## config.mk

```make
export PLATFORM = sky130hd
export DESIGN_NAME = ls_agu
export DESIGN_NICKNAME = d
export VERILOG_FILES = /design/src/rtl/ls_agu_pkg.sv /design/src/rtl/ls_addr_calc.sv /design/src/rtl/ls_store_lane.sv /design/src/rtl/ls_load_extract.sv /design/src/rtl/ls_agu.sv
export SDC_FILE = /design/constraint.sdc
export NUM_CORES = 1
export LEC_CHECK = 0
export BUFFER_PORTS_ARGS = -buffer_cell sky130_fd_sc_hd__buf_4
export CORE_AREA = 2 2 120 181
export CTS_CLUSTER_SIZE = 30
export DETAILED_ROUTE_END_ITERATION = 12
export DIE_AREA = 0 0 122 183
export PLACE_DENSITY = 0.63
export SYNTH_ARGS = -nofsm -noshare
export SYNTH_HDL_FRONTEND = slang
export SYNTH_SLANG_ARGS = --single-unit
```

## constraint.sdc

```tcl
create_clock -name clk -period 4.3 [get_ports clk]
set_input_delay 0.43 -clock clk [delete_from_list [all_inputs] [get_ports clk]]
set_output_delay 0.43 -clock clk [all_outputs]
set_load 0.01 [all_outputs]
```

## src/rtl/ls_agu_pkg.sv

```systemverilog
package ls_agu_pkg;

  localparam int DATA_W = 32;
  localparam int LANES  = DATA_W / 8;

  typedef enum logic [1:0] {
    SZ_HALF = 2'b00,
    SZ_WORD = 2'b01,
    SZ_BYTE = 2'b10,
    SZ_WIDE = 2'b11
  } size_e;

  function automatic logic [DATA_W-1:0] lane_mask(input logic [LANES-1:0] be);
    logic [DATA_W-1:0] m;
    for (int g = 0; g < LANES; g++) m[8*g +: 8] = {8{be[g]}};
    return m;
  endfunction

endpackage

```

## src/rtl/ls_addr_calc.sv

```systemverilog
module ls_addr_calc #(
  parameter int ADDR_W = 32,
  parameter int OFF_W  = 16
) (
  input  logic [ADDR_W-1:0] base,
  input  logic [OFF_W-1:0]  offset,
  input  logic [1:0]        mode,
  output logic [ADDR_W-1:0] ea,
  output logic              wb_req,
  output logic [ADDR_W-1:0] wb_val
);
  localparam int EXT_W = ADDR_W - OFF_W;

  logic [ADDR_W-1:0] off_ext;
  logic [ADDR_W-1:0] sum;

  assign off_ext = {{EXT_W{offset[OFF_W-1]}}, offset};
  assign sum     = base + off_ext;
  assign ea      = mode[1] ? sum : base;
  assign wb_req  = mode[0];
  assign wb_val  = sum;

endmodule

```

## src/rtl/ls_store_lane.sv

```systemverilog
module ls_store_lane
  import ls_agu_pkg::*;
(
  input  logic [1:0]        size,
  input  logic [1:0]        lo,
  input  logic [DATA_W-1:0] src,
  output logic [LANES-1:0]  be,
  output logic [DATA_W-1:0] wdata,
  output logic              misalign
);
  size_e sz;
  assign sz = size_e'(size);

  always_comb begin
    unique case (sz)
      SZ_BYTE: begin
        be       = 4'b1000 >> lo;
        misalign = 1'b0;
      end
      SZ_HALF: begin
        be       = lo[1] ? 4'b0011 : 4'b1100;
        misalign = lo[0];
      end
      default: begin
        be       = 4'b1111;
        misalign = (lo != 2'b00);
      end
    endcase
  end

  for (genvar g = 0; g < LANES; g++) begin : g_lane
    logic [7:0] pick;
    always_comb begin
      unique case (sz)
        SZ_BYTE: pick = src[7:0];
        SZ_HALF: pick = src[8*(g%2) +: 8];
        default: pick = src[8*g +: 8];
      endcase
    end
    assign wdata[8*g +: 8] = be[g] ? pick : 8'h00;
  end

endmodule

```

## src/rtl/ls_load_extract.sv

```systemverilog
module ls_load_extract
  import ls_agu_pkg::*;
(
  input  logic [1:0]        size,
  input  logic              zext,
  input  logic [1:0]        lo,
  input  logic [DATA_W-1:0] word,
  output logic [DATA_W-1:0] result
);
  logic [7:0]  byte_sel;
  logic [15:0] half_sel;
  size_e       sz;

  assign sz = size_e'(size);

  always_comb begin
    unique case (lo)
      2'd0:    byte_sel = word[31:24];
      2'd1:    byte_sel = word[23:16];
      2'd2:    byte_sel = word[15:8];
      default: byte_sel = word[7:0];
    endcase
    half_sel = lo[1] ? word[15:0] : word[31:16];
  end

  always_comb begin
    unique case (sz)
      SZ_BYTE: result = {{(DATA_W-8){~zext & byte_sel[7]}}, byte_sel};
      SZ_HALF: result = {{(DATA_W-16){~zext & half_sel[15]}}, half_sel};
      default: result = word;
    endcase
  end

endmodule

```

## src/rtl/ls_agu.sv

```systemverilog
module ls_agu
  import ls_agu_pkg::*;
#(
  parameter int ADDR_W = 32,
  parameter int OFF_W  = 16
) (
  input  logic              clk,
  input  logic              rst,
  input  logic              req_valid,
  input  logic              req_store,
  input  logic [ADDR_W-1:0] base,
  input  logic [OFF_W-1:0]  offset,
  input  logic [1:0]        mode,
  input  logic [1:0]        size,
  input  logic              zero_ext,
  input  logic [DATA_W-1:0] st_src,
  input  logic [DATA_W-1:0] rd_word,
  output logic              mem_en,
  output logic              mem_we,
  output logic [ADDR_W-1:0] mem_addr,
  output logic [LANES-1:0]  mem_be,
  output logic [DATA_W-1:0] mem_wdata,
  output logic              wb_en,
  output logic [ADDR_W-1:0] wb_value,
  output logic              misalign_err,
  output logic              ld_valid,
  output logic [DATA_W-1:0] ld_data
);
  logic [ADDR_W-1:0] ea, wb_val;
  logic              wb_req;
  logic [LANES-1:0]  be_c;
  logic [DATA_W-1:0] wdata_c;
  logic              mis_c;
  logic              go;

  ls_addr_calc #(.ADDR_W(ADDR_W), .OFF_W(OFF_W)) i_addr (
    .base(base), .offset(offset), .mode(mode),
    .ea(ea), .wb_req(wb_req), .wb_val(wb_val)
  );

  ls_store_lane i_store (
    .size(size), .lo(ea[1:0]), .src(st_src),
    .be(be_c), .wdata(wdata_c), .misalign(mis_c)
  );

  assign go = req_valid & ~mis_c;

  // Stage 1: memory-side and writeback outputs
  logic [1:0] s1_size;
  logic       s1_zext;

  always_ff @(posedge clk) begin
    if (rst) begin
      mem_en       <= 1'b0;
      mem_we       <= 1'b0;
      mem_addr     <= '0;
      mem_be       <= '0;
      mem_wdata    <= '0;
      wb_en        <= 1'b0;
      wb_value     <= '0;
      misalign_err <= 1'b0;
      s1_size      <= 2'b01;
      s1_zext      <= 1'b0;
    end else begin
      mem_en       <= go;
      mem_we       <= go & req_store;
      mem_addr     <= ea;
      mem_be       <= go ? be_c : '0;
      mem_wdata    <= (go & req_store) ? wdata_c : '0;
      wb_en        <= go & wb_req;
      wb_value     <= wb_val;
      misalign_err <= req_valid & mis_c;
      s1_size      <= size;
      s1_zext      <= zero_ext;
    end
  end

  // Stage 2: wait for the memory read word
  logic       s2_pend;
  logic [1:0] s2_size;
  logic       s2_zext;
  logic [1:0] s2_lo;

  always_ff @(posedge clk) begin
    if (rst) begin
      s2_pend <= 1'b0;
      s2_size <= 2'b01;
      s2_zext <= 1'b0;
      s2_lo   <= 2'b00;
    end else begin
      s2_pend <= mem_en & ~mem_we;
      s2_size <= s1_size;
      s2_zext <= s1_zext;
      s2_lo   <= mem_addr[1:0];
    end
  end

  // Stage 3: extracted load result
  logic [DATA_W-1:0] ext_c;

  ls_load_extract i_load (
    .size(s2_size), .zext(s2_zext), .lo(s2_lo), .word(rd_word),
    .result(ext_c)
  );

  always_ff @(posedge clk) begin
    if (rst) begin
      ld_valid <= 1'b0;
      ld_data  <= '0;
    end else begin
      ld_valid <= s2_pend;
      if (s2_pend) ld_data <= ext_c;
    end
  end

  AST_MISALIGN_SUPPRESS: assert property (@(posedge clk) disable iff (rst)
    misalign_err |-> (!mem_en && !mem_we && !wb_en && mem_be == '0));
  AST_WB_WITH_ACCESS: assert property (@(posedge clk) disable iff (rst)
    wb_en |-> mem_en);
  AST_BE_SHAPE: assert property (@(posedge clk) disable iff (rst)
    mem_en |-> ($countones(mem_be) == 1 || mem_be == 4'b1100 ||
                mem_be == 4'b0011 || mem_be == 4'b1111));
  AST_IDLE_LANES: assert property (@(posedge clk) disable iff (rst)
    !mem_en |-> (mem_be == '0 && !mem_we));
  AST_STORE_ZERO_LANES: assert property (@(posedge clk) disable iff (rst)
    mem_we |-> ((mem_wdata & ~lane_mask(mem_be)) == '0));
  AST_LOAD_LATENCY: assert property (@(posedge clk) disable iff (rst)
    ld_valid |-> $past(mem_en && !mem_we, 2));
  AST_LOAD_GAP: assert property (@(posedge clk) disable iff (rst)
    (mem_en && !mem_we) |=> !ld_valid || $past(s2_pend));

endmodule

```

==> flow_summary.ini <==
[final_layout]
instances_no_fill = 1340
layout.area.seq_mm2 = 0.002923
area_growth_pct = 36.98
multi_input_area_mm2 = 0.003959
nets = 1215
nFillCells = 2068
layout-drive-gt1-share = 0.2920
diodes = 0

[sta]
finalCritPeriodShare = 0.6461
finalSetupViolCount = 0
hold_viol = 0
slew_headroom = 0.2518
rsz0062_at_grt = false
fin_skew_ns = 0.01001
worst_pin_slew_ns = 1.116
finalMaxSlewViolations = 0
fmax_mhz = 360.0
setup_tns_ns = 0
timing.final.crit_period_ns = 2.778

[clock_network]
ctsResizeCount = 0
root_buffer = clkbuf_16
cts_num_sinks = 146
h-tree-depth = 4
clockBufferDepth = 2
ctsHoldBuffers = 0
clock_latency_ns = 0.45
clk_transition_reported_paths_ns = 0.06
cts_tree = done
postCtsSetupRepairBufs = 0
numCtsBuffers = 17

[floorplanning]
start_util = 0.3449
rows = 65
fp.dieW_um = 122
die_area_mm2 = 0.02233
num_io_pins = 258
design.core.area_mm2 = 0.02074
fp.dieH_um = 183

[route]
vias_per_cell = 5.146
wl_um = 22490
antenna_left = 0
routedWlPerCell_um = 16.79
route.detailed.drc = 0
drtIter0Drc = 369
vias = 6896
dr.pass1.iters = 5

[synthesis]
synth_edf_count = 0
yosysTopAreaCell = dfxtp_1
synthTopCellsByCount = dfxtp_1, nor2_1, a21oi_1
yosysWarningCount = 0
postSynthAreaPerCell_um2 = 8.565
synth_flop_cell = dfxtp_1
synth_cell_types = 74
syn_nets = 988
yosysTopAreaCellShare = 0.4087
syn_area_mm2 = 0.007152
ys_ff_latch = 146
synth_area_leaders = dfxtp_1, nor2_1, ha_1
async_reset_ff_frac = 0
synth.most_common_cell = dfxtp_1
netlist_instances = 835
ys_seq_area_frac = 0.4087

[power_and_ir_drop]
p_leak_uw = 0.004497
cellPowerDensity_mw_per_mm2 = 386.0
ir_drop_uv = 273.5

[setup_path]
crit_fanout = 18
startpoint_type = flip-flop
cp_data_arrival_time_ns = 3.14
criticalPathCategory = reg2reg
end_kind = flip-flop
critPathLaunch = s2_lo[1]
worstPathRequired_ns = 4.66
reg2reg_from = s2_lo[1]

[run]
cap_violations = 0

[grt]
grt_start_max_net_pins = 90
grt_pass1_vias = 6812
grt.overflow.total = 0
grt_pass1_wl_um = 34720
antenna_found_initial = 0
grt_usage = 0.1984

[run_status]
outcome = completed

[min_path]
min_path_type = in2reg
min_from = mode[0]

[placed_design]
port_buffers = 257
place_hpwl_um = 16900
dp_cells = 1311
gp_congestion = 0.8940
[path summary, 6_finish.rpt]
kind | endpoint | slack [ns] | cells after the start
max reg2reg | ld_data[22] | 1.52 | 6
min | wb_en | 0.20 | 2
min reg2reg | s2_size[0] | 0.42 | 1
max | ld_data[22] | 1.52 | 6
[cell type report]
type,instances,share of cell area
flip-flops and latches,146,0.2983
multi-input cells,620,0.4041
clock buffers,20,0.04559
clock inverters,9,0.01124
repair buffers,262,0.2008
well taps,268,0.03423
inverters,15,0.005747
[kinds of logic (layout without fill, tap and decap cells)]
kind of cell | after synthesis | count (layout) | synth area share
AND/OR/NAND/NOR | 301 | 301 | 0.2000
AO/OA/AOI/OAI | 222 | 222 | 0.2057
flip-flops | 146 | 146 | 0.4087
buffers and inverters | 69 | 306 | 0.03849
multiplexers | 36 | 36 | 0.05266
adder cells (fa/ha/maj) | 32 | 32 | 0.05703
XOR/XNOR | 29 | 29 | 0.03744
[per-stage QoR]
stage	setup WS (ns)	instance area, um2	utilization	hold WS (ns)	power [uW]
2_1_floorplan	1.507	7152	-	0.3895	1993
3_3_place_gp	1.188	9240	0.4456	0.3953	2354
3_5_place_dp	1.137	9240	0.4456	0.3952	2361
4_1_cts	1.565	9797	0.4724	0.1958	3817
5_1_grt	1.282	9797	0.4724	0.1968	3963
6_report	1.522	9797	0.4724	0.2033	3781
[state kept, by name (all words and copies together), names as in the netlist]
register,count
s1_size,2
mem_wdata,32
mem_en,1
mem_addr,32
mem_be,4
s2_lo,2
mem_we,1
wb_en,1
s2_size,2
ld_data,32
wb_value,32
s2_pend,1
s1_zext,1
s2_zext,1
ld_valid,1
misalign_err,1
[report_power, final]
group	total (uW)	switching, uW	internal, uW	leakage (uW)
Combinational	839	445	394	0.00303
Sequential	1490	40.6	1450	0.00120
Clock	1450	593	858	0.000264
Total	3780	1080	2700	0.00450
[metal layers]
layer  track usage  up-vias  routed length, um
li1              -     3426                  -
met1        0.2168     3200               8809
met2        0.3488      218              11540
met3       0.05659       52               1346
met4       0.09425        0                797
met5             0        -                  0
[cell usage in the layout, fill, tap and decap left out, types with 8 or more instances in the layout]
cell type	instances
o22ai_1	9
a22oi_1	8
clkbuf_16	17
nor2_1	131
buf_4	262
nor3b_1	8
xnor2_1	13
xor2_1	15
nand2_1	56
mux2i_1	32
a21oi_1	75
dfxtp_1	146
a211oi_1	26
inv_1	14
a21o_1	18
and3_1	11
ha_1	31
nor2b_1	23
o21ai_0	25
nor3_1	25
[worst max-delay path, cell delays in order (launching register included)]
cell,delay (ns)
dfxtp_1,0.85
mux4_2,0.37
nand3_1,0.10
o21a_1,0.16
o31ai_2,0.88
a21oi_1,0.12
nor3_1,0.21
Power figures use the tool's default switching activity.
